==> config.mk <==
export PLATFORM = sky130hd
export DESIGN_NAME = sup_latch_ctrl
export DESIGN_NICKNAME = d
export VERILOG_FILES = /design/src/rtl/sup_pkg.sv /design/src/rtl/sup_fault_arb.sv /design/src/rtl/sup_fault_reg.sv /design/src/rtl/sup_latch_ctrl.sv
export SDC_FILE = /design/constraint.sdc
export NUM_CORES = 1
export LEC_CHECK = 0
export BUFFER_PORTS_ARGS = -buffer_cell sky130_fd_sc_hd__buf_2
export CAP_MARGIN = 25
export CORE_AREA = 2 2 39 41
export DETAILED_ROUTE_END_ITERATION = 10
export DIE_AREA = 0 0 41 43
export SLEW_MARGIN = 20
export SYNTH_ARGS = -nofsm -noshare
export SYNTH_HDL_FRONTEND = slang
export SYNTH_SLANG_ARGS = --single-unit
==> constraint.sdc <==
create_clock -name clk -period 1.64 [get_ports clk]
set_input_delay 0 -clock clk [delete_from_list [all_inputs] [get_ports clk]]
set_output_delay 0 -clock clk [all_outputs]
set_load 0.1 [all_outputs]
==> src/rtl/sup_pkg.sv <==
package sup_pkg;

    localparam int FAULT_W = 2;
    localparam int UV_N    = 2;

    typedef enum logic [2:0] {
        ST_POR,
        ST_HOLD,
        ST_RAMP,
        ST_RUN,
        ST_FAULT
    } sup_state_t;

    typedef enum logic [FAULT_W-1:0] {
        FC_NONE = 2'b00,
        FC_UV   = 2'b01,
        FC_OCP  = 2'b10
    } fault_code_t;

endpackage

==> src/rtl/sup_fault_arb.sv <==
module sup_fault_arb
    import sup_pkg::*;
#(
    parameter int N_UV = UV_N
) (
    input  logic            uv_armed_i,
    input  logic            oc_armed_i,
    input  logic [N_UV-1:0] uv_flags_i,
    input  logic            ocp_i,
    output logic            hit_o,
    output fault_code_t     kind_o
);

    logic uv_any;
    logic uv_hit;
    logic oc_hit;

    assign uv_any = |uv_flags_i;
    assign uv_hit = uv_armed_i && uv_any;
    assign oc_hit = oc_armed_i && ocp_i;

    always_comb begin
        hit_o  = uv_hit || oc_hit;
        kind_o = FC_NONE;
        if (oc_hit) begin
            kind_o = FC_OCP;
        end else if (uv_hit) begin
            kind_o = FC_UV;
        end
    end

endmodule

==> src/rtl/sup_fault_reg.sv <==
module sup_fault_reg
    import sup_pkg::*;
(
    input  logic        clk,
    input  logic        rst_n,
    input  logic        set_i,
    input  logic        clear_i,
    input  fault_code_t kind_i,
    output fault_code_t code_o
);

    fault_code_t code_q;

    always_ff @(posedge clk or negedge rst_n) begin
        if (!rst_n) begin
            code_q <= FC_NONE;
        end else if (clear_i) begin
            code_q <= FC_NONE;
        end else if (set_i && (code_q == FC_NONE)) begin
            code_q <= kind_i;
        end
    end

    assign code_o = code_q;

endmodule

==> src/rtl/sup_latch_ctrl.sv <==
module sup_latch_ctrl
    import sup_pkg::*;
(
    input  logic               clk,
    input  logic               rst_n,
    input  logic               sup_rise_i,
    input  logic               sup_fall_i,
    input  logic               buck_uv_i,
    input  logic               lin_uv_i,
    input  logic               ocp_i,
    input  logic               dis_n_i,
    input  logic               ss_done_i,
    output logic               hs_en_o,
    output logic               ls_en_o,
    output logic               lin_en_o,
    output logic [FAULT_W-1:0] fault_code_o,
    output logic               ss_req_o
);

    sup_state_t  st_q;
    sup_state_t  st_nx;
    logic        flt_hit;
    fault_code_t flt_kind;
    fault_code_t code;
    logic        flt_set;
    logic        flt_clr;
    logic        uv_armed;
    logic        oc_armed;

    assign uv_armed = (st_q == ST_RUN);
    assign oc_armed = (st_q == ST_RAMP) || (st_q == ST_RUN);

    sup_fault_arb #(.N_UV(UV_N)) arb_i (
        .uv_armed_i (uv_armed),
        .oc_armed_i (oc_armed),
        .uv_flags_i ({lin_uv_i, buck_uv_i}),
        .ocp_i      (ocp_i),
        .hit_o      (flt_hit),
        .kind_o     (flt_kind)
    );

    // state register
    always_ff @(posedge clk or negedge rst_n) begin
        if (!rst_n) begin
            st_q <= ST_POR;
        end else begin
            st_q <= st_nx;
        end
    end

    // transitions; precedence: brown-out, disable, trip, ramp-done
    always_comb begin
        st_nx = st_q;
        unique case (st_q)
            ST_POR: begin
                if (!sup_fall_i && sup_rise_i) begin
                    st_nx = dis_n_i ? ST_RAMP : ST_HOLD;
                end
            end
            ST_HOLD: begin
                if (sup_fall_i) begin
                    st_nx = ST_POR;
                end else if (dis_n_i) begin
                    st_nx = ST_RAMP;
                end
            end
            ST_RAMP, ST_RUN: begin
                if (sup_fall_i) begin
                    st_nx = ST_POR;
                end else if (!dis_n_i) begin
                    st_nx = ST_HOLD;
                end else if (flt_hit) begin
                    st_nx = ST_FAULT;
                end else if ((st_q == ST_RAMP) && ss_done_i) begin
                    st_nx = ST_RUN;
                end
            end
            ST_FAULT: begin
                if (sup_fall_i) begin
                    st_nx = ST_POR;
                end else if (!dis_n_i) begin
                    st_nx = ST_HOLD;
                end
            end
            default: st_nx = ST_POR;
        endcase
    end

    assign flt_set = (st_nx == ST_FAULT) && (st_q != ST_FAULT);
    assign flt_clr = (st_nx == ST_RAMP) && (st_q != ST_RAMP);

    sup_fault_reg code_i (
        .clk     (clk),
        .rst_n   (rst_n),
        .set_i   (flt_set),
        .clear_i (flt_clr),
        .kind_i  (flt_kind),
        .code_o  (code)
    );

    // Moore output decode
    always_comb begin
        hs_en_o  = 1'b0;
        ls_en_o  = 1'b0;
        lin_en_o = 1'b0;
        ss_req_o = 1'b0;
        unique case (st_q)
            ST_RAMP: begin
                hs_en_o  = 1'b1;
                ls_en_o  = 1'b1;
                lin_en_o = 1'b1;
                ss_req_o = 1'b1;
            end
            ST_RUN: begin
                hs_en_o  = 1'b1;
                ls_en_o  = 1'b1;
                lin_en_o = 1'b1;
            end
            ST_POR, ST_HOLD, ST_FAULT: begin
                hs_en_o  = 1'b0;
            end
            default: begin
                hs_en_o  = 1'b0;
            end
        endcase
    end

    assign fault_code_o = code;

endmodule

==> flow_summary.toml, run 1 <==
[worst_setup_path]
critPathMaxFanout = 7
worstSetupStartpointType = "flop"
endpoint_kind = "primary output"
cp.required_ns = 1.64
crit_arrival_ns = 1.44
critPathKind = "flop to primary output"

[timing]
rsz0062_at_grt = "false"
setup_viol = 0
fin_ws_ns = 0.2043
fin_worst_skew_ns = 0.003751
tightest_slew_ns = 0.4837
report.final.slew_viol_count = 0
clock.fmax_mhz = 696.5
fin_crit_ns = 1.436
slew_headroom = 0.6797
finalCritPeriodShare = 0.8755
hold_viol_final = 0
fin_setup_tns_ns = 0

[place]
port-buffer-count = 14
place_congestion = 0.7149
pre_cts_ws_ns = 0.3923
dpl.cell_count = 61
hpwl_um = 518.6

[drt]
drt-wirelength-per-cell_um = 10.09
drt_wl_total_um = 676
via_per_inst = 4.463
firstDrtPassIters = 4
drt_iter0_markers = 2
antenna_left = 0
via_count = 299
drc = 0

[power_and_ir_drop]
cellPowerDensity_mw_per_mm2 = 980.6
vdd_drop_max_mv = 0.2708
leakagePower_nw = 0.2046

[logic_synthesis]
synth_largest_area_cell = "dfrtp_1"
synth_ff_type = "dfrtp_1"
ys_ff_latch = 5
syn_nets = 42
synthCells = 33
synth_area_per_cell_um2 = 8.910
ys_types = 19
ys_seq_area_frac = 0.4255
synth-edff-count = 0
syn-cell-area_um2 = 294.0
ys_warn_count = 0
async_flop_share = 1.000
synth_top_area_frac = 0.4255
synth_common_cells = "dfrtp_1 (5), nor2_1 (5)"
ys_top_cells_by_area = "dfrtp_1 (43%), nor2_1 (6.4%), buf_4 (5.1%), or4_1 (5.1%), nand2b_4 (4.7%)"

[finish]
antenna_cells = 0
final_nets = 61
instances_no_fill = 67
layout-drive-gt1-share = 0.4118
area_growth_syn_to_layout_pct = 46.81

[grt]
grt_pass1_wl_um = 1117
antenna_found_initial = 0
grtUsageTotal = 0.09970
grt_start_max_net_pins = 9
grt_pass1_vias = 291
grt_overflow = 0

[cts]
cts_buffers = 3
cts_max_level = 1
root_buffer = "clkbuf_4"
clk_pin_slew_ns = 0.05
post_cts_buffers = 0
cts_resized = 0
cts_sinks = 5
clk_latency_ns = 0.25
cts_tree = "done"
clockBufferDepth = 2

[worst_hold_path]
hp-class = "primary input to flop"

[floorplan]
initial_core_util = 0.2125
ios = 15
fp-row-count = 14
core-area_mm2 = 0.001384
die_w_um = 41
fp.dieArea_mm2 = 0.001763
die_h_um = 43

[job]
drv_cap = 0

[status]
status = "finished clean"
-- worst max-delay path: stages, from the launching register on --
cell and delay (ns):
dfrtp_1 0.42, nor2b_4 0.21, nor2b_4 0.14, buf_2 0.42
-- through the flow --
stage          hold slack, ns  area [um^2]  power (mW)    util
6_report              0.02933        431.7      0.4233  0.3119
5_1_grt               0.03998        431.7      0.4437  0.3119
4_1_cts               0.02985        431.7      0.4286  0.3119
3_5_place_dp          -0.1712        385.4      0.2740  0.2785
3_3_place_gp          -0.1748        385.4      0.2743  0.2785
2_1_floorplan         -0.2956        310.3      0.2493       -
-- final timing paths --
path	start	to	slack, ns	cells after the start
worst max-delay path	st_q[1]$_DFF_PN0_	ss_req_o	0.20	3
worst max register to register	st_q[0]$_DFF_PN0_	st_q[0]$_DFF_PN0_	0.40	3
worst min register to register	code_i.code_o[1]$_DFFE_PN0P_	code_i.code_o[1]$_DFFE_PN0P_	0.53	2
max in group asynchronous	rst_n	st_q[2]$_DFF_PN0_	1.39	2
min in group asynchronous	rst_n	st_q[1]$_DFF_PN0_	0.10	2
worst min-delay path	dis_n_i	st_q[2]$_DFF_PN0_	0.03	3
-- logic make-up (layout without fill, tap and decap cells) --
family	Yosys count	count (layout)	share of synthesized area
flip-flops	5	5	0.4255
buffers and inverters	3	21	0.06380
AO/OA/AOI/OAI	8	8	0.1660
AND/OR/NAND/NOR	17	17	0.3447
-- timing repair --
action                                 in CTS  in global routing
setup endpoints to repair                   0                  0
hold buffers                                2                  0
endpoints found under the hold margin       6                  0
-- cell usage in the layout, fill, tap and decap left out --
master / n
clkbuf_1: 1
nor2_1: 5
nor3b_1: 1
nand3_1: 1
nand2_1: 2
nand2b_1: 1
o21ai_0: 2
or4_1: 2
nor2b_4: 2
nand2b_4: 1
inv_1: 1
a31oi_1: 1
o21a_1: 1
nor4_1: 1
a21oi_1: 2
clkbuf_4: 3
buf_2: 14
dfrtp_1: 4
o21bai_1: 1
nor4b_1: 1
o31ai_1: 1
dfrtp_2: 1
dlygate4sd3_1: 2
-- report_power, final --
part           total (mW)  switching [mW]  internal [mW]
sequential          0.141         0.00971          0.131
combinational       0.133          0.0993         0.0340
clock               0.149          0.0566         0.0924
total               0.423           0.166          0.258
-- routing by layer --
metal  wire (um)  share of wire  track usage  vias up
met3          78           0.12      0.03665        4
met1         299           0.44       0.1104      129
met2         273           0.40       0.1344       13
li1            -              -            -      153
met5           0              0            0        -
met4          23          0.034       0.1000        0
-- layout make-up --
class / count / area (um^2)
Timing Repair Buffer: 16 / 90.09
Tap cell: 16 / 20.02
Multi-Input combinational cell: 25 / 165.2
Clock buffer: 4 / 26.28
Inverter: 1 / 3.754
Fill cell: 157 / 952.2
Sequential cell: 5 / 126.4
-- state kept, by name, indices dropped and copies added, names as in the netlist --
register,count
st_q,3
code_i.code_o,2
Note: power is estimated with default switching activity, not from simulation.
==> inputs of run 2 (changes only) <==
- CELL_PAD_IN_SITES_DETAIL_PLACEMENT: default -> 1
- CELL_PAD_IN_SITES_GLOBAL_PLACEMENT: default -> 2
- CORE_AREA: 2 2 39 41 -> default
- CORE_MARGIN: default -> 2
- CORE_UTILIZATION: default -> 21
- DIE_AREA: 0 0 41 43 -> default
- PLACE_DENSITY_LB_ADDON: default -> 0.1
==> run 2 against run 1 <==
Net effect: flip-flop and latch count unchanged; first-iteration DRC count fell by 100%; utilization is 1.1 points higher; sequential share of layout area rose by 0.78 points; register-to-register slack lost 0.03 ns; sequential power about the same; largest power group is now registers; total power is 1.8% lower; critical path type unchanged; worst setup slack got worse by 0.013 ns; non-clock buffer count down 1; clock-buffer cell count unchanged; fmax decreased by 0.87%.
==> flow_summary.toml, run 2 (synthesis gave the netlist of run 1 again) <==
[status]
status = "finished clean"

[finish]
final_nets = 60
instances_no_fill = 65
multi_input_area_um2 = 165.2
fillers = 167
layout-drive-gt1-share = 0.4200
final_cell_mix = "buf_2 (14), nor2_1 (5), dfrtp_1 (4)"
final_util = 0.3231
antenna_cells = 0
max_flop_register = "st_q"
layout_commonest_cell = "buf_2"
regArea_um2 = 126.4
largest_reg_flops = 3
area_growth_syn_to_layout_pct = 42.98
final_area_um2 = 420.4

[drt]
via_count = 301
drt_wl_total_um = 762
firstDrtPassIters = 1
drt-wirelength-per-cell_um = 11.72
via_per_inst = 4.631
drt_iter0_markers = 0
antenna_left = 0
drc = 0

[floorplan]
fp-row-count = 13
core-area_mm2 = 0.001301
die_w_um = 41.42
fp.dieArea_mm2 = 0.001716
ios = 15
die_h_um = 41.42
initial_core_util = 0.2260

[cts]
cts_tree = "done"
cts_max_level = 1
cts_sinks = 5
clk_latency_ns = 0.24
cts_buffers = 3
hold_buffers = 1
post_cts_buffers = 0
cts_resized = 0
clockBufferDepth = 2
clk_pin_slew_ns = 0.04
root_buffer = "clkbuf_4"

[power_and_ir_drop]
leakagePower_nw = 0.2004
cellPowerDensity_mw_per_mm2 = 989.1
vdd_drop_max_mv = 0.3865

[timing]
clock.fmax_mhz = 690.4
slew_headroom = 0.6776
hold_viol_final = 0
fin_worst_skew_ns = 0.0008849
fin_setup_tns_ns = 0
report.final.slew_viol_count = 0
tightest_slew_ns = 0.4870
fin_crit_ns = 1.448
finalCritPeriodShare = 0.8832
rsz0062_at_grt = "false"
setup_viol = 0

[worst_setup_path]
critPathMaxFanout = 7
max_stage_delay_ns = 0.44
cp.required_ns = 1.64
critPathKind = "flop to primary output"
worstSetupStartpointType = "flop"
crit_arrival_ns = 1.45
endpoint_kind = "primary output"
cp_cell_sequence = "nor2b_4 > nor2b_4 > buf_2"
cpMostUsedCell = "nor2b_4"
crit_slowest_cell = "dfrtp_1"
cpLargestDelayFamily = "flip-flops"
worst-path-buf-inv = 1

[place]
place_congestion = 0.6755
post_dp_cell_area_um2 = 384.1
hpwl_um = 655.2
dpl.cell_count = 60
port-buffer-count = 14

[grt]
grt_start_max_net_pins = 9
grt_pass1_wl_um = 1414
antenna_found_initial = 0
grt_overflow = 0
grtUsageTotal = 0.1057
grt_pass1_vias = 317

[job]
drv_cap = 0

[worst_hold_path]
hp-class = "primary input to flop"
==> run 2: cell types whose count changed in the layout (fill, tap and decap cells not counted) <==
| cell | before | now |
|---|---|---|
| dlygate4sd3_1 | 2 | 1 |
==> run 2: worst register-to-register path: cells and delay by family, from the launching register on <==
family / cells / cell delay [ns]
AOI/OAI and AO/OA: 1 / 0.08
DFF: 1 / 0.45
and+or+nand+nor: 2 / 0.62
==> run 2: metrics by stage <==
stage,hold slack (ns),power (mW),setup WS (ns)
finish,0.01041,0.4158,0.1916
global route,0.009811,0.4364,0.1217
CTS,0.003113,0.4242,0.1710
detailed placement,-0.1713,0.2767,0.3584
global placement,-0.1766,0.2753,0.4062
floorplan,-0.2956,0.2493,0.001568
==> run 2: per-layer routing <==
| layer | track usage | vias up | part of all wire |
|---|---|---|---|
| met5 | 0 | - | 0 |
| met4 | 0.03871 | 0 | 0 |
| met3 | 0.04348 | 0 | 0.052 |
| met2 | 0.1750 | 7 | 0.54 |
| met1 | 0.1210 | 142 | 0.40 |
| li1 | - | 152 | - |
==> run 2: cell type report <==
| type | instances | share of cell area |
|---|---|---|
| Inverter | 1 | 0.008929 |
| Timing Repair Buffer | 15 | 0.1905 |
| Clock buffer | 4 | 0.06250 |
| Tap cell | 15 | 0.04464 |
| Multi-Input combinational cell | 25 | 0.3929 |
| Sequential cell | 5 | 0.3006 |
==> run 2: path summary, 6_finish.rpt <==
check / slack [ns] / start / to / cells past startpoint
worst max-delay path: 0.19 / st_q[1]$_DFF_PN0_ / ss_req_o / 3
worst min-delay path: 0.01 / sup_fall_i / st_q[0]$_DFF_PN0_ / 2
worst max register to register: 0.37 / st_q[0]$_DFF_PN0_ / st_q[0]$_DFF_PN0_ / 3
worst min register to register: 0.53 / code_i.code_o[1]$_DFFE_PN0P_ / code_i.code_o[1]$_DFFE_PN0P_ / 2
max in group asynchronous: 1.38 / rst_n / st_q[2]$_DFF_PN0_ / 2
min in group asynchronous: 0.11 / rst_n / st_q[0]$_DFF_PN0_ / 2
==> run 2: power by group <==
group	switching, mW	internal, mW	total, mW
registers	0.0101	0.131	0.142
logic	0.101	0.0325	0.133
clock network	0.0491	0.0919	0.141
==> inputs of run 3 (changes only) <==
- ABC_AREA: default -> 1
- CORE_UTILIZATION: 21 -> 23
- SKIP_CTS_REPAIR_TIMING: default -> 1
==> run 3 against run 2 <==
Net effect: combinational power increased to 5.7 times the previous value; synthesized cell count increased by 79%; final cell count increased by 43%; critical path depth decreased by 1; critical endpoint is now lin_en_o; critical path type unchanged; total power increased to 2.7 times the previous value; die area increased by 23%.
==> flow_summary.toml, run 3 <==
[worst_setup_path]
worstSetupStartpointType = "flop"
endpoint_kind = "primary output"
cp_cell_sequence = "nor2_4 > buf_2"
critPathMaxFanout = 6
cp.required_ns = 1.64
worst-path-buf-inv = 1
crit_slowest_cell = "dfrtp_1"
crit_arrival_ns = 1.39
critPathKind = "flop to primary output"
max_stage_delay_ns = 0.49
cpLargestDelayFamily = "flip-flops"

[logic_synthesis]
synth_ff_type = "dfrtp_1"
synth_top_family_by_area = "simple AND/OR/NAND/NOR gates"
ys_seq_area_frac = 0.3106
synth_area_per_cell_um2 = 6.829
yosys.cell_count.top_type = "nand2_1"
ys_types = 18
synth-compound-area-share = 0.02484
muxShareOfSynthArea = 0
synth-simple-area-share = 0.5435
syn-cell-area_um2 = 402.9
synth_common_cells = "nand2_1 (18), inv_1 (8), dfrtp_1 (5)"
synth_top_area_frac = 0.3106
ys_warn_count = 0
async_flop_share = 1.000
synth-edff-count = 0
synthAdderAreaFrac = 0
synth_largest_area_cell = "dfrtp_1"
syn_nets = 68
ys_ff_latch = 5
synthCells = 59
synth_xor_area_frac = 0
ys_top_cells_by_area = "dfrtp_1 (31%), nand2_1 (17%), nand3_2 (7.5%), inv_1 (7.5%), nand3_1 (5.0%)"

[job]
drv_cap = 0

[finish]
final_nets = 86
final_cell_mix = "nand2_1 (18), buf_2 (14), inv_1 (8)"
final_util = 0.3126
largest_reg_flops = 3
final_area_um2 = 528.0
fillers = 236
max_flop_register = "st_q"
layout_commonest_cell = "nand2_1"
layout-drive-gt1-share = 0.4211
antenna_cells = 0
area_growth_syn_to_layout_pct = 31.06

[grt]
grt_pass1_wl_um = 1738
antenna_found_initial = 0
grt_pass1_vias = 400
grt_start_max_net_pins = 7
grtUsageTotal = 0.1162
grt_overflow = 0

[timing]
fin_crit_ns = 1.388
finalCritPeriodShare = 0.8465
whs_ns = 0.04883
fin_worst_skew_ns = 0.007948
tightest_slew_ns = 0.4854
rsz0062_at_grt = "false"
report.final.slew_viol_count = 0
setup_viol = 0
slew_headroom = 0.6786
hold_viol_final = 0
clock.fmax_mhz = 720.3
fin_setup_tns_ns = 0
fin_ws_ns = 0.2517

[drt]
antenna_left = 0
drc = 0
via_count = 411
via_per_inst = 4.419
drt_iter0_markers = 2
drt_wl_total_um = 1051
firstDrtPassIters = 2
drt-wirelength-per-cell_um = 11.30

[place]
port-buffer-count = 14
pre_cts_ws_ns = 0.3560
post_dp_cell_area_um2 = 491.7
place_congestion = 0.7834
hpwl_um = 881.9

[cts]
clockBufferDepth = 2
root_buffer = "clkbuf_4"
cts_max_level = 1
cts_sinks = 5
clk_latency_ns = 0.25
cts_buffers = 3
clk_pin_slew_ns = 0.05
cts_tree = "done"

[power_and_ir_drop]
cellPowerDensity_mw_per_mm2 = 2093
vdd_drop_max_mv = 0.8146
leakagePower_nw = 0.3177

[floorplan]
core-area_mm2 = 0.001689
fp.dieArea_mm2 = 0.002103
fp-row-count = 15
die_h_um = 45.86
initial_core_util = 0.2385
die_w_um = 45.86
ios = 15

[worst_hold_path]
hp-class = "primary input to flop"

[status]
status = "finished clean"
==> run 3: cell families after synthesis <==
family,count (synthesis)
AND/OR/NAND/NOR,41
buffers and inverters,11
flip-flops,5
AO/OA/AOI/OAI,2
==> run 3: power by group <==
group | switching, mW | internal, mW | total, mW | leakage, nW
registers | 0.0437 | 0.159 | 0.203 | 0.0651
logic | 0.600 | 0.158 | 0.758 | 0.238
clock network | 0.0520 | 0.0921 | 0.144 | 0.0150
==> run 3: per-stage QoR <==
stage	power (mW)	cells
floorplan	0.8716	59
global placement	0.9752	88
detailed placement	0.9715	88
CTS	1.125	92
global route	1.183	93
finish	1.105	93
==> run 3: routing by layer <==
metal  GRT usage  vias to the layer above  part of all wire
met1      0.1559                      188              0.48
met2      0.1750                        8              0.48
met3     0.05159                        0             0.046
li1            -                      215                 -
met5           0                        -                 0
met4     0.01714                        0                 0
==> run 3: cell type report <==
type / count / area, um^2 / share of cell area
multi-input cells: 43 / 240.2 / 0.4550
flip-flops and latches: 5 / 126.4 / 0.2393
repair buffers: 15 / 80.08 / 0.1517
inverters: 9 / 33.78 / 0.06398
clock buffers: 4 / 26.28 / 0.04976
well taps: 17 / 21.27 / 0.04028
==> run 3: worst paths after layout <==
check	from	end	slack (ns)	cells past startpoint
max in group asynchronous	rst_n	code_i.code_o[1]$_DFFE_PN0P_	1.39	2
min in group asynchronous	rst_n	st_q[1]$_DFF_PN0_	0.10	2
hold reg to reg	code_i.code_o[0]$_DFFE_PN0P_	code_i.code_o[0]$_DFFE_PN0P_	0.54	2
hold / removal	ocp_i	code_i.code_o[0]$_DFFE_PN0P_	0.05	4
setup / recovery	st_q[2]$_DFF_PN0_	lin_en_o	0.25	2
setup reg to reg	st_q[0]$_DFF_PN0_	code_i.code_o[1]$_DFFE_PN0P_	0.35	7
==> run 3: worst reg2reg max path: stages, from the launching register on <==
cell	delay (ns)
dfrtp_1	0.43
inv_1	0.17
nand2_1	0.08
nor2_2	0.10
nand3_1	0.08
and2_4	0.16
nand3_1	0.08
nand2_1	0.06
